===== src/rtl/shrot_pkg.sv =====
package shrot_pkg;
  typedef enum logic {DIR_RIGHT = 1'b0, DIR_LEFT = 1'b1} dir_e;
  typedef enum logic {MODE_SHIFT = 1'b0, MODE_ROTATE = 1'b1} mode_e;
endpackage


===== src/rtl/shrot_ctrl.sv =====
module shrot_ctrl (
  input  logic                  dir_bit,
  input  logic                  mode_bit,
  output shrot_pkg::dir_e       dir,
  output shrot_pkg::mode_e      mode
);
  assign dir  = shrot_pkg::dir_e'(dir_bit);
  assign mode = shrot_pkg::mode_e'(mode_bit);
endmodule


===== src/rtl/shrot_stage.sv =====
module shrot_stage #(
  parameter int W    = 8,
  parameter int STEP = 1
) (
  input  logic             en,
  input  shrot_pkg::dir_e  dir,
  input  shrot_pkg::mode_e mode,
  input  logic [W-1:0]     in_v,
  output logic [W-1:0]     out_v
);
  import shrot_pkg::*;
  localparam logic [STEP-1:0] FILL0 = '0;

  always_comb begin
    if (!en) begin
      out_v = in_v;
    end else if (dir == DIR_LEFT) begin
      if (mode == MODE_ROTATE) out_v = {in_v[W-STEP-1:0], in_v[W-1:W-STEP]};
      else                     out_v = {in_v[W-STEP-1:0], FILL0};
    end else begin
      if (mode == MODE_ROTATE) out_v = {in_v[STEP-1:0], in_v[W-1:STEP]};
      else                     out_v = {FILL0, in_v[W-1:STEP]};
    end
  end

  always_comb begin

    if (mode == MODE_ROTATE)
      stage_ones_kept_chk: assert ($countones(out_v) == $countones(in_v));

    if (mode == MODE_SHIFT)
      stage_no_new_ones_chk: assert ($countones(out_v) <= $countones(in_v));
  end
endmodule


===== src/rtl/shrot_unit.sv =====
module shrot_unit #(
  parameter int W     = 8,
  parameter int AMT_W = 2
) (
  input  logic [W-1:0]     din,
  input  logic             dir_left,
  input  logic             rotate,
  input  logic [AMT_W-1:0] amt,
  output logic [W-1:0]     dout
);
  import shrot_pkg::*;
  localparam int NSTAGE = AMT_W;

  dir_e  dir;
  mode_e mode;
  logic [W-1:0] lane [NSTAGE+1];

  shrot_ctrl u_ctrl (
    .dir_bit  (dir_left),
    .mode_bit (rotate),
    .dir      (dir),
    .mode     (mode)
  );

  assign lane[0] = din;

  for (genvar i = 0; i < NSTAGE; i++) begin : g_stage
    shrot_stage #(.W(W), .STEP(1 << i)) u_stage (
      .en    (amt[i]),
      .dir   (dir),
      .mode  (mode),
      .in_v  (lane[i]),
      .out_v (lane[i+1])
    );
  end

  assign dout = lane[NSTAGE];

  always_comb begin

    if (amt == '0)
      zero_amt_pass_chk: assert (dout == din);

    if (rotate)
      rot_ones_kept_chk: assert ($countones(dout) == $countones(din));

    if (!rotate && dir_left && amt != '0)
      left_fill_zero_chk: assert (dout[0] == 1'b0);

    if (!rotate && !dir_left && amt != '0)
      right_fill_zero_chk: assert (dout[W-1] == 1'b0);
  end
endmodule


===== config.mk =====
export PLATFORM = sky130hd
export DESIGN_NAME = shrot_unit
export DESIGN_NICKNAME = d
export VERILOG_FILES = /design/src/rtl/shrot_pkg.sv /design/src/rtl/shrot_ctrl.sv /design/src/rtl/shrot_stage.sv /design/src/rtl/shrot_unit.sv
export SDC_FILE = /design/constraint.sdc
export NUM_CORES = 1
export LEC_CHECK = 0
export ABC_AREA = 0
export CORE_MARGIN = 8
export CORE_UTILIZATION = 35
export DETAILED_ROUTE_END_ITERATION = 7
export PLACE_DENSITY = 0.67
export SYNTH_ARGS = -nofsm -noshare
export SYNTH_HDL_FRONTEND = slang
export SYNTH_SLANG_ARGS = --single-unit

===== constraint.sdc =====
create_clock -name vclk -period 1.36
set_input_delay 0.204 -clock vclk [all_inputs]
set_output_delay 0.204 -clock vclk [all_outputs]
set_load 0.01 [all_outputs]

==> implementation parameters <==
Parameter                              Value

Status
  Status    finished with violations
  Violations in the final reports    negative setup slack

Final layout
  Flip-flop and latch count    0
  Final core utilization    67.4%
  Total area of sequential cells    0 sq um
  Final nets    116
  Number of clock buffers in the layout    0
  Final-layout fill cell count    116
  Number of diodes added for antenna fixing    0
  Area growth from synthesis to layout    76.8%
  Non-Filler Instances    117
  Fraction of layout cells with a size suffix above 1    59.8%

STA
  Maximum achievable frequency    700 MHz
  Number of failing hold endpoints at the final stage    0
  Max-slew violation total from the final report    0
  Hold slack final    0.932 ns
  Setup violation total in the final timing report    8
  Worst Slack Setup Final    -0.0676 ns
  Post-route clock period utilization    105%
  Min cycle time layout    1.43 ns
  Slew at the pin closest to its max-slew limit    0.228 ns
  Unrepaired setup endpoints after global routing    yes
  Max-slew headroom    84.8%

GRT
  Vias in the first global route    657
  Wire length of the first global-routing pass    3080 um
  Total global routing track utilization    13.1%
  Maximum number of pins on one net before global-route repair    8
  Remaining Overflow, GRT    0
  Antenna violations before repair    0

Critical path
  Category of cells accounting for the largest share of critical-path delay    buffers and inverters
  Largest incremental delay on the critical path    0.19 ns
  CP max-delay cell    o221ai_1
  Worst Path Required    1.16 ns
  Crit path arrival time    1.22 ns
  Cell seen most often among critical-path stages    buf_6
  Class of the most critical setup path    primary input to primary output
  Count of buffer and inverter cells on the critical path    5
  Critical path fanouts, max    6
  Worst setup EP type    primary output
  Critical path launch point type    primary input
  Critical Path, Cell by Cell    buf_6 -> buf_6 -> buf_6 -> buf_6 -> mux2i_1 -> o221ai_1 -> o21a_1 -> buf_2

Yosys
  Proportion of synthesized chip area in sequential cells    0%
  Synthesized cell area    508 sq um
  Synth cell types    21
  Count of yosys warnings during synthesis    0
  Synth Net Count    71
  Synthesized area per cell    8.61 sq um
  Cells after synthesis    59

Floorplanning
  Die outline height    54.1 um
  Die span in x    54.1 um
  Placement Rows    13
  Total die area    0.00293 sq mm
  Initial core utilization    38.1%
  CORE AREA    0.00133 sq mm
  I/O Pins    20

Placement
  Final Wtd Congestion    0.894
  Count of input and output buffers    20
  Detailed placement HPWL    1270 um
  Number of cells after detailed placement    110

Route
  Routed WL per cell    16.2 um
  Detailed router's first-iteration violation count    10
  Antenna Violating Nets Remaining    0
  Post-route DRC    0
  Detail-routed via count per cell    5.44
  Vias    637
  Number of search-and-repair iterations in the first detailed-routing pass    4
  WL final    1900 um

Pwr
  Power density relative to cell area    363 mW/mm^2
  Maximum resistive drop on vdd    0.162 mV
  Static leakage power    0.000459 uW

Clock tree
  Post-cts hold buffer count    0

Hold path
  Type of the most critical hold path    primary input to primary output

Flow run
  # Max-Cap Violations    0
[power breakdown]
| group | leakage [uW] | internal (uW) | switching (uW) |
|---|---|---|---|
| clock | 0 | 0 | 0 |
| sequential | 0 | 0 | 0 |
| combinational | 0.000459 | 190 | 135 |
| total | 0.000459 | 190 | 135 |
[worst paths after layout]
path | startpoint | to | slack (ns) | cells past startpoint
min | din[5] | dout[5] | 0.93 | 3
max | amt[0] | dout[0] | -0.07 | 8
[cell type report]
| class | count | area (sq um) | area share, % |
|---|---|---|---|
| Tap cell | 15 | 18.8 | 2.09 |
| Timing Repair Buffer | 49 | 398 | 44.3 |
| Multi-Input combinational cell | 53 | 482 | 53.6 |
[timing repair]
item                       CTS  global route
hold endpoints to repair     0             0
setup endpoints to repair    8             8
cloned                       2             0
pin swaps                   13             2
gates resized for setup    101             2
buffers inserted             5             0
[stage by stage]
| step | power, uW | setup slack (ns) | area, sq um | setup TNS, ns |
|---|---|---|---|---|
| 2_1_floorplan | 151 | 0.0936 | 508 | 0 |
| 3_3_place_gp | 307 | -0.888 | 840 | -6.75 |
| 3_5_place_dp | 308 | -0.900 | 840 | -6.81 |
| 4_1_cts | 317 | -0.0830 | 886 | -0.334 |
| 5_1_grt | 348 | -0.131 | 898 | -0.678 |
| 6_report | 326 | -0.0676 | 898 | -0.351 |
[kinds of logic after synthesis]
group	Yosys count	share of synthesized area [%]
buffers and inverters	6	10.3
multiplexers	18	46.8
AO/OA/AOI/OAI	18	27.3
AND/OR/NAND/NOR	17	15.5
[cells in the final DEF (no fill, tap or decap), drive strengths merged]
cell type	count
mux2	6
buf	48
a311oi	2
nand3b	1
a31oi	1
a21oi	1
nor2b	1
a211oi	3
nor2	7
and2	1
mux4	4
dlygate4sd2	1
nand2b	2
mux2i	8
a22o	2
o221ai	2
nand2	4
a21o	5
nand3	1
o21a	2
[layer usage]
layer	routed length (um)	global-route usage [%]	vias to the layer above
met5	0	0	-
met2	923	23.9	16
met4	0	1.64	0
li1	-	-	320
met1	846	16.5	301
met3	127	1.10	0
[synth_stat cells, types with 2 or more instances]
library cell / number / area share [%]
a22o_1: 2 / 3.4
buf_6: 3 / 6.6
mux2i_1: 8 / 16
nand2b_1: 2 / 2.5
nor2_1: 7 / 5.2
o221ai_1: 2 / 3.4
mux4_2: 4 / 18
buf_4: 2 / 3.0
mux2_2: 6 / 13
a21o_1: 5 / 7.4
a311oi_1: 2 / 3.4
nand2_1: 4 / 3.0
a211oi_1: 3 / 4.4
o21a_1: 2 / 3.0
Power figures use the tool's default switching activity.
